$ cat config.mk
export PLATFORM = sky130hd
export DESIGN_NAME = dr_serializer
export DESIGN_NICKNAME = d
export VERILOG_FILES = /design/src/rtl/ser_pkg.sv /design/src/rtl/ser_word_ctl.sv /design/src/rtl/ser_bit_pick.sv /design/src/rtl/dr_serializer.sv
export SDC_FILE = /design/constraint.sdc
export NUM_CORES = 1
export LEC_CHECK = 0
export BUFFER_PORTS_ARGS = -buffer_cell sky130_fd_sc_hd__buf_4
export CAP_MARGIN = 10
export CORE_UTILIZATION = 33
export CTS_CLUSTER_SIZE = 28
export DETAILED_ROUTE_END_ITERATION = 8
export GPL_ROUTABILITY_DRIVEN = 0
export PLACE_DENSITY = 0.62
export SETUP_SLACK_MARGIN = 0.2
export SYNTH_ARGS = -nofsm -noshare
export SYNTH_HDL_FRONTEND = slang
export SYNTH_SLANG_ARGS = --single-unit
$ cat constraint.sdc
create_clock -name clk -period 1.7 [get_ports clk]
set_clock_uncertainty 0.2 [all_clocks]
set_input_delay 0.34 -clock clk [delete_from_list [all_inputs] [get_ports clk]]
set_output_delay 0.34 -clock clk [all_outputs]
set_load 0.005 [all_outputs]
$ cat src/rtl/ser_pkg.sv
`timescale 1ns/1ps
// Shared types for the dual-rate serializer.
package ser_pkg;
    // Serialization rate captured with each word.
    typedef enum logic {
        RATE_SGL = 1'b0,
        RATE_DBL = 1'b1
    } rate_e;
endpackage

$ cat src/rtl/ser_word_ctl.sv
`timescale 1ns/1ps
// Word capture and bit sequencing, rising-edge domain.
// What it does: holds the captured word, the bit or pair index, and the
// word's mode. It reports whether the last rising edge advanced, and it
// derives the word-rate clock.
// Assumes: WORD_W is a multiple of 4. sync_i is an asynchronous active-high
// clear. rst_n is synchronous and active low.
module ser_word_ctl
    import ser_pkg::*;
#(
    parameter  int WORD_W = 8,
    localparam int IDX_W  = $clog2(WORD_W)
) (
    input  logic              clk,
    input  logic              rst_n,
    input  logic              sync_i,
    input  logic              en_i,
    input  logic              rate_i,
    input  logic [WORD_W-1:0] par_i,
    output logic [WORD_W-1:0] word_q,
    output logic [IDX_W-1:0]  idx_q,
    output rate_e             mode_q,
    output logic              live_q,
    output logic              step_q,
    output logic              wclk_o
);
    localparam logic [IDX_W-1:0] LAST_S = IDX_W'(WORD_W - 1);
    localparam logic [IDX_W-1:0] LAST_D = IDX_W'(WORD_W/2 - 1);
    localparam logic [IDX_W-1:0] HALF_S = IDX_W'(WORD_W/2);
    localparam logic [IDX_W-1:0] HALF_D = IDX_W'(WORD_W/4);

    logic [IDX_W-1:0] last_idx;
    logic [IDX_W-1:0] half_idx;
    logic             at_end;
    logic             load;

    // Pick the final index and the half-period point for the word's mode.
    always_comb begin
        last_idx = (mode_q == RATE_DBL) ? LAST_D : LAST_S;
        half_idx = (mode_q == RATE_DBL) ? HALF_D : HALF_S;
        at_end   = (idx_q == last_idx);
        load     = !live_q || at_end;
    end

    // Capture a word or advance the index on each enabled rising edge.
    always_ff @(posedge clk or posedge sync_i) begin
        if (sync_i) begin
            word_q <= '0;
            idx_q  <= '0;
            mode_q <= RATE_SGL;
            live_q <= 1'b0;
            step_q <= 1'b0;
        end else if (!rst_n) begin
            word_q <= '0;
            idx_q  <= '0;
            mode_q <= RATE_SGL;
            live_q <= 1'b0;
            step_q <= 1'b0;
        end else begin
            step_q <= en_i;
            if (en_i) begin
                if (load) begin
                    word_q <= par_i;
                    mode_q <= rate_e'(rate_i);
                    idx_q  <= '0;
                    live_q <= 1'b1;
                end else begin
                    idx_q  <= idx_q + 1'b1;
                end
            end
        end
    end

    // The word-rate clock is high during the first half of each word.
    assign wclk_o = live_q && (idx_q < half_idx);

    // A mode change happens only on a capturing edge.
    assert_mode_hold_R4: assert property (@(posedge clk) disable iff (!rst_n || sync_i)
        (live_q && !(en_i && at_end)) |=> $stable(mode_q));

    // After a clear, the first enabled edge starts a word at index 0.
    assert_first_take_R7: assert property (@(posedge clk) disable iff (!rst_n || sync_i)
        (!live_q && en_i) |=> (live_q && idx_q == '0));

    // With the enable low, the word and the index stay frozen.
    assert_stall_R8: assert property (@(posedge clk) disable iff (!rst_n || sync_i)
        (live_q && !en_i) |=> ($stable(idx_q) && $stable(word_q)));
endmodule

$ cat src/rtl/ser_bit_pick.sv
`timescale 1ns/1ps
// Output bit selection, falling-edge domain.
// What it does: on each falling edge that follows an advancing rising edge,
// it loads the bit for the low clock half (lo_q) and for the high clock half
// (hi_q). At single rate both hold the same bit. At double rate they hold
// the even and odd bit of the current pair. After a stalled rising edge it
// copies hi_q into lo_q, so the output keeps its last level.
// Assumes: the index input is stable between rising edges.
module ser_bit_pick
    import ser_pkg::*;
#(
    parameter  int WORD_W = 8,
    localparam int IDX_W  = $clog2(WORD_W)
) (
    input  logic              clk,
    input  logic              rst_n,
    input  logic              sync_i,
    input  logic [WORD_W-1:0] word_i,
    input  logic [IDX_W-1:0]  idx_i,
    input  rate_e             mode_i,
    input  logic              step_i,
    input  logic              live_i,
    output logic              lo_q,
    output logic              hi_q
);
    logic [IDX_W-1:0] ev_sel;
    logic [IDX_W-1:0] od_sel;
    logic             sgl_bit;
    logic             ev_bit;
    logic             od_bit;

    // Work out the single-rate bit and the even/odd pair bits for the index.
    always_comb begin
        ev_sel  = {idx_i[IDX_W-2:0], 1'b0};
        od_sel  = {idx_i[IDX_W-2:0], 1'b1};
        sgl_bit = word_i[idx_i];
        ev_bit  = word_i[ev_sel];
        od_bit  = word_i[od_sel];
    end

    // Update the two half-period bits on the falling edge.
    always_ff @(negedge clk or posedge sync_i) begin
        if (sync_i) begin
            lo_q <= 1'b0;
            hi_q <= 1'b0;
        end else if (!rst_n || !live_i) begin
            lo_q <= 1'b0;
            hi_q <= 1'b0;
        end else if (step_i) begin
            lo_q <= (mode_i == RATE_DBL) ? ev_bit : sgl_bit;
            hi_q <= (mode_i == RATE_DBL) ? od_bit : sgl_bit;
        end else begin
            lo_q <= hi_q;
        end
    end
endmodule

$ cat src/rtl/dr_serializer.sv
`timescale 1ns/1ps
// Dual-rate parallel-to-serial converter, top level.
// What it does: captures a parallel word and sends it out LSB first, at one
// or two bits per clock. Storage updates on the rising edge and bits are
// picked on the falling edge. The clock level steers the output between the
// low-half bit and the high-half bit.
// Assumes: a free-running clk. rate_i is only looked at when a word is
// captured.
module dr_serializer
    import ser_pkg::*;
#(
    parameter  int WORD_W = 8,
    localparam int IDX_W  = $clog2(WORD_W)
) (
    input  logic              clk,
    input  logic              rst_n,
    input  logic              sync_i,
    input  logic              en_i,
    input  logic              rate_i,
    input  logic [WORD_W-1:0] par_i,
    output logic              ser_o,
    output logic              wclk_o
);
    logic [WORD_W-1:0] word_q;
    logic [IDX_W-1:0]  idx_q;
    rate_e             mode_q;
    logic              live_q;
    logic              step_q;
    logic              lo_q;
    logic              hi_q;

    ser_word_ctl #(.WORD_W(WORD_W)) u_ctl (
        .clk    (clk),
        .rst_n  (rst_n),
        .sync_i (sync_i),
        .en_i   (en_i),
        .rate_i (rate_i),
        .par_i  (par_i),
        .word_q (word_q),
        .idx_q  (idx_q),
        .mode_q (mode_q),
        .live_q (live_q),
        .step_q (step_q),
        .wclk_o (wclk_o)
    );

    ser_bit_pick #(.WORD_W(WORD_W)) u_pick (
        .clk    (clk),
        .rst_n  (rst_n),
        .sync_i (sync_i),
        .word_i (word_q),
        .idx_i  (idx_q),
        .mode_i (mode_q),
        .step_i (step_q),
        .live_i (live_q),
        .lo_q   (lo_q),
        .hi_q   (hi_q)
    );

    // Drive the low-half bit while clk is low and the high-half bit while it is high.
    assign ser_o = clk ? hi_q : lo_q;

    // While synchronize is held, the output is low.
    assert_sync_low_R6: assert property (@(posedge clk) disable iff (!rst_n)
        sync_i |-> (!ser_o && !wclk_o));

    // Before the first word is taken, the output rests low.
    assert_idle_low_R7: assert property (@(posedge clk) disable iff (!rst_n || sync_i)
        (!live_q && $past(!live_q)) |-> !ser_o);
endmodule

=== After elaboration in Yosys (flattened, before gate mapping) ===
Index checks and enable logic that the tools add are counted.

* Output and inout port bits: 2
* Flip-flop bits (word level): 16
* Input bits: 13

* Add/subtract/negate cells: 1
* Equality and inequality tests: 3
* Mux-type cells: 28
* Reduce and logical (&&, ||, !) cells: 7
* Order comparisons: 4

{| class="wikitable"
|+ Operator list
! cell !! count
|-
| $mux W8 || 3
|-
| $mux W1 || 17
|-
| $mux W3 || 5
|-
| $lt A3 B4 Y1 const B || 3
|-
| $bmux W1 S2 || 2
|-
| $ne A2 B1 Y1 const B || 2
|-
| $add A3 B1 Y3 const B || 1
|-
| $bmux W1 S3 || 1
|-
| $eq A3 B3 Y1 || 1
|-
| $lt A3 B3 Y1 || 1
|-
| $logic_not A1 Y1 || 2
|-
| $logic_or A1 B1 Y1 || 2
|-
| $reduce_and A2 Y1 || 1
|-
| $reduce_bool A2 Y1 || 1
|-
| $logic_and A1 B1 Y1 || 1
|}

=== Longest topological paths before layout ===
Gate-level depths: netlist of run 1.

* Word-level depth: 6
* Mapped depth: 5
* Depth with buffers taken out: 4

=== Hierarchy ===
Synthesis of run 1 repeated with hierarchy kept, for this count alone.

* Cell total of the unflattened synthesis: 71
* Area, all modules: 873.3 µm²

{| class="wikitable"
|+ Modules (own cells, without submodules)
! module !! area each (µm²) !! cells each !! times used
|-
| ser_word_ctl || 601.8 || 49 || 1
|-
| ser_bit_pick || 256.5 || 21 || 1
|-
| dr_serializer || 15.0 || 1 || 1
|}

==> impl_metrics.json, run 1 <==
{
  "status": "complete, but fails checks",
  "violations": "DRC, setup timing",
  "synthesis.area_um2": 838,
  "final_max_slew_viol_count": 0,
  "wl_mm": 2.08,
  "coreArea_um2": 2300,
  "yosysTopAreaCell": "dfrtp_1",
  "instances_no_fill": 149,
  "yosys-top-cells-count": "14 x dfrtp_1, 9 x a22o_1, 4 x nand2_1",
  "synth_edf_count": 0,
  "grt_usage_pct": 17.3,
  "switchingPower_w": 0.000222,
  "cp_num_buf_inv": 0,
  "diodes": 0,
  "start_kind": "register",
  "clk-insertion-delay-late_ns": 0.39,
  "cellLeakagePower_nw": 0.675,
  "fill_cells": 201,
  "grt_max_degree": 13,
  "drt-initial-drc-count": 13,
  "slowest_delay_ns": 0.47,
  "grt-ovfl-total": 0,
  "yosysMostFrequentCell": "dfrtp_1",
  "setup_tns_ns": -3.78,
  "p_comb_share_pct": 17.9,
  "p_seq_share_pct": 43.5,
  "worst_slew_pin_slew_ns": 0.406,
  "worst_r2r_path_depth": 3,
  "hold_viol": 0,
  "post-place-ws_ns": -0.875,
  "die_h_um": 52.4,
  "drtAntennaViolNets": 0,
  "crit_family": "compound AO/OA/AOI/OAI gates",
  "vias": 761,
  "slowest_stage": "dfrtp_2",
  "ys_ff_latch": 16,
  "end_kind": "register",
  "drv_cap": 0,
  "crit_start": "u_ctl.idx_q[0]",
  "grt_pass1_vias": 778,
  "critical_path_depth": 3,
  "synth_top_area_share_pct": 41.8,
  "antenna_found_initial": 0,
  "cp_data_required_time_ns": 0.88,
  "clockPowerShare_pct": 38.7,
  "post_drt_wl_per_cell_um": 14.0,
  "via_per_inst": 5.11,
  "crit_path_end": "u_pick.lo_q",
  "clk_pin_slew_worst_paths_ns": 0.09,
  "initial_core_util_pct": 36.5,
  "setup_viol": 13,
  "syn_area_per_cell_um2": 12.0,
  "sw_frac_of_total_pct": 23.3,
  "cts_tree": "built",
  "rr_startpoint": "u_ctl.idx_q[0]",
  "rows": 17,
  "ir_drop_mv": 0.540,
  "synth_flop_cell": "dfrtp_1",
  "synth.distinct_cells": 28,
  "rrSetupSlack_ns": -0.83,
  "arrival_ns": 1.72,
  "rsz0062_at_grt": "true",
  "hp-class": "in -> reg",
  "syn_to_final_growth_pct": 63.3,
  "path_max_fanout": 7,
  "placedCellCount": 130,
  "async_flop_share_pct": 100,
  "synth_fp_nets": 85,
  "fin_nets": 137,
  "drive_gt1_share_pct": 45.5,
  "post-dp-hpwl_mm": 1.49,
  "die-width_um": 52.4,
  "multi_input_area_um2": 453,
  "first_pass_iters": 7,
  "ff_latch_area_um2": 402,
  "p_per_area_nw_per_um2": 695,
  "path_class": "reg -> reg",
  "worstPathCellList": "mux2_4 -> a222oi_1 -> a21oi_1",
  "portBuffers": 14,
  "relSlewSlack_pct": 72.8,
  "synth_warnings": 0,
  "synth_top_cells_by_area": "dfrtp_1 42%, a22o_1 9.4%, mux4_1 6.3%, dfrtn_1 6.0%, mux2_2 4.0%",
  "grt_pass1_wl_mm": 3.23,
  "fin_total_pwr_w": 0.000952,
  "drc": 2,
  "fin_ws_ns": -0.835,
  "timing.rr.end": "u_pick.lo_q",
  "syn_inst": 70,
  "yosysSeqAreaShare_pct": 47.8,
  "power.internal_w": 0.000729,
  "die_area_um2": 2750,
  "num_io_pins": 15
}
state kept, by name, summed over array words and instances (netlist names):
| signal | flops |
|---|---|
| u_pick.hi_q | 1 |
| u_ctl.mode_q | 1 |
| u_ctl.live_q | 1 |
| u_ctl.idx_q | 3 |
| u_ctl.step_q | 1 |
| u_ctl.word_q | 8 |
| u_pick.lo_q | 1 |
layer usage:
layer,track usage [%],up-vias,part of all wire (%)
met5,0,-,0
met4,11.8,0,4.2
met3,6.96,10,4.2
met2,28.1,22,52
met1,18.1,361,40
li1,-,368,-
worst min-delay path by stage:
stage,startpoint,endpoint,depth (start not counted)
6_report,en_i,u_ctl.live_q,2
5_1_grt,en_i,u_ctl.live_q,2
4_1_cts,en_i,u_ctl.live_q,2
3_5_place_dp,sync_i,u_ctl.mode_q,2
3_3_place_gp,sync_i,u_ctl.word_q[7],2
2_1_floorplan,sync_i,u_ctl.idx_q[0],1
cell usage in the layout, fill, tap and decap left out:
cell type      synthesis  layout
a21boi_1               1       2
a21boi_2               0       1
a21boi_4               0       1
a21oi_1                2       2
a222oi_1               1       1
a22o_1                 9       9
and2_1                 1       1
and3b_1                1       1
buf_12                 0       1
buf_4                  0      32
buf_6                  1       4
clkbuf_4               0       6
clkbuf_8               0       1
clkinvlp_4             0       1
dfrtn_1                2       2
dfrtp_1               14      13
dfrtp_2                0       1
dlygate4sd3_1          0      10
ha_4                   0       2
inv_1                  3       2
mux2_2                 3       2
mux2_4                 1       2
mux2i_1                1       1
mux4_1                 2       2
nand2_1                4       4
nand2b_1               1       1
nand3_1                1       1
nand3b_1               1       1
nand4b_1               1       1
nor2_1                 2       2
nor2b_1                3       2
nor2b_2                0       1
o211a_1                2       2
o21a_1                 3       3
o21ai_0                3       2
o21ai_1                0       1
cells by family (layout without fill, tap and decap cells):
kind of cell,after synthesis,count (layout),share of synthesized area [%]
flops,16,16,47.8
mux,7,7,13.3
simple gates,15,15,10.0
fa+ha+maj,2,2,2.98
compound gates,24,24,22.2
buf+inv,6,57,3.73
timing repair:
action                                 4_1_cts  5_1_grt
endpoints found under the hold margin       23        0
pin swaps                                    1        3
resized for setup                            9        5
hold buffers                                10        0
setup buffers                                1        1
setup endpoints to repair                   16       16
metrics by stage:
stage          hold slack [ns]  instance area (um2)  utilization (%)
2_1_floorplan          -0.0327                  870                -
3_3_place_gp            0.0470                 1150             50.2
3_5_place_dp            0.0469                 1150             50.2
4_1_cts                0.00571                 1330             58.0
5_1_grt                 0.0280                 1370             59.6
6_report                0.0156                 1370             59.6
worst reg2reg max path, stage by stage, from the launching register on:
cell and delay (ns):
dfrtp_2 0.47, mux2_4 0.32, a222oi_1 0.41, a21oi_1 0.13
cell type report:
cell class                 instances  share of cell area, %
multi-input combinational         48                   33.1
sequential                        16                   29.3
timing repair buffer              46                   28.8
clock buffer                       8                   5.12
tap                               28                   2.56
inverter                           3                   1.10
power groups by stage:
stage / clock network (W) / logic (W) / registers, W
after floorplan: 0.0000123 / 0.0000659 / 0.000417
after global placement: 0.0000154 / 0.000137 / 0.000420
after detailed placement: 0.0000154 / 0.000141 / 0.000420
after CTS: 0.000381 / 0.000162 / 0.000413
after global routing: 0.000401 / 0.000184 / 0.000417
final: 0.000368 / 0.000170 / 0.000414
(Power assumes the default switching activity.)
==> run 2: changes to the inputs <==
CORE_ASPECT_RATIO = 1.5   (was unset)
==> run 2 against run 1 <==
The flow finishes with violations (setup timing). Via count is 4.3% higher. Clock power is 2% higher. Die area is 0.15% higher. Power is 3.0% higher. Highest routed layer unchanged.
==> impl_metrics.json, run 2 (synthesized netlist as in run 1, its figures left out) <==
{
  "status": "complete, but fails checks",
  "violations": "setup timing",
  "num_io_pins": 15,
  "hp-class": "in -> reg",
  "syn_to_final_growth_pct": 72.1,
  "critical_path_depth": 3,
  "rrSetupSlack_ns": -0.88,
  "clk_pin_slew_worst_paths_ns": 0.09,
  "worst_r2r_path_depth": 3,
  "via_per_inst": 5.26,
  "portBuffers": 14,
  "largest_register_ffs": 8,
  "path_max_fanout": 7,
  "instances_no_fill": 151,
  "final_util_pct": 59.6,
  "top_regs": "u_ctl.word_q x8, u_ctl.idx_q x3",
  "final_max_slew_viol_count": 0,
  "vias": 794,
  "timing.rr.end": "u_pick.lo_q",
  "fill_cells": 208,
  "hold_viol": 0,
  "diodes": 0,
  "initial_core_util_pct": 34.6,
  "crit_start": "u_ctl.idx_q[0]",
  "layout_common_cells": "35 x buf_4, 13 x dfrtp_1, 11 x dlygate4sd3_1",
  "arrival_ns": 1.77,
  "worstPathCellList": "mux2_4 -> a222oi_1 -> a21oi_1",
  "start_kind": "register",
  "grt_pass1_wl_mm": 3.78,
  "post-place-ws_ns": -0.872,
  "drt-initial-drc-count": 26,
  "grt_max_degree": 15,
  "die_h_um": 63.7,
  "drtAntennaViolNets": 0,
  "die_area_um2": 2750,
  "crit_path_end": "u_pick.lo_q",
  "min_from": "en_i",
  "drc": 0,
  "grt_usage_pct": 19.8,
  "crit_family": "compound AO/OA/AOI/OAI gates",
  "setup_tns_ns": -4.87,
  "coreArea_um2": 2420,
  "post_drt_wl_per_cell_um": 15.1,
  "fin_ws_ns": -0.880,
  "final_common_cell": "buf_4",
  "rsz0062_at_grt": "true",
  "setup_viol": 15,
  "worst_slew_pin_slew_ns": 0.438,
  "grt-ovfl-total": 0,
  "placedCellCount": 127,
  "die-width_um": 43.2,
  "fin_total_pwr_w": 0.000981,
  "clk-insertion-delay-late_ns": 0.40,
  "top_register": "u_ctl.word_q",
  "end_kind": "register",
  "antenna_found_initial": 0,
  "drive_gt1_share_pct": 48.0,
  "cp_num_buf_inv": 0,
  "post-dp-hpwl_mm": 1.49,
  "wl_mm": 2.27,
  "cellLeakagePower_nw": 0.714,
  "slowest_stage": "dfrtp_2",
  "rows": 22,
  "relSlewSlack_pct": 70.8,
  "p_per_area_nw_per_um2": 680,
  "rr_startpoint": "u_ctl.idx_q[0]",
  "cp_data_required_time_ns": 0.89,
  "cts_tree": "built",
  "fin_nets": 143,
  "grt_pass1_vias": 848,
  "path_class": "reg -> reg",
  "first_pass_iters": 4,
  "slowest_delay_ns": 0.48,
  "drv_cap": 0,
  "ir_drop_mv": 0.508
}
run 2: stage by stage:
| stage | hold slack (ns) | instance area, um2 |
|---|---|---|
| after global placement | 0.225 | 1150 |
| after global routing | 0.0447 | 1440 |
| final | 0.0293 | 1440 |
| after detailed placement | 0.239 | 1150 |
| after CTS | 0.0403 | 1420 |
| after floorplan | -0.0327 | 870 |
run 2: how the worst min path moves through the flow:
stage | to | slack, ns | cells past startpoint
final | u_ctl.step_q | 0.03 | 2
after global routing | u_ctl.step_q | 0.04 | 2
after CTS | u_ctl.step_q | 0.04 | 2
after detailed placement | u_ctl.live_q | 0.24 | 3
after global placement | u_ctl.live_q | 0.22 | 3
after floorplan | u_ctl.idx_q[0] | -0.03 | 1
run 2: worst register-to-register path: cells and delay by family (launching register included):
kind | cells | cell delay, ns
AO/OA/AOI/OAI | 2 | 0.57
flip-flops | 1 | 0.48
multiplexers | 1 | 0.32
run 2: routing by layer:
metal | track usage [%] | wire length [um]
met1 | 18.5 | 791
met3 | 6.50 | 66
met2 | 33.6 | 1300
met5 | 0 | 0
met4 | 15.9 | 120
run 2: layout make-up:
| type | instances | area (um2) | share of cell area (%) |
|---|---|---|---|
| clock buffers | 8 | 70.1 | 4.86 |
| multi-input cells | 48 | 460 | 31.9 |
| inverters | 3 | 15.0 | 1.04 |
| flip-flops and latches | 16 | 402 | 27.8 |
| repair buffers | 52 | 465 | 32.3 |
| well taps | 24 | 30.0 | 2.08 |
run 2: report_power, final:
part / total, W / internal [W] / leakage [nW] / switching, W
Clock: 0.000374 / 0.000224 / 0.0488 / 0.000150
Sequential: 0.000414 / 0.000399 / 0.214 / 0.0000150
Combinational: 0.000193 / 0.000126 / 0.451 / 0.0000675
Total: 0.000981 / 0.000748 / 0.714 / 0.000233
run 2: repair_timing:
action	CTS	global route
pin swaps	4	3
cloned	1	0
hold buffers	11	0
endpoints found under the setup margin	16	16
setup buffers	4	1
resized for setup	16	2
hold endpoints to repair	24	0
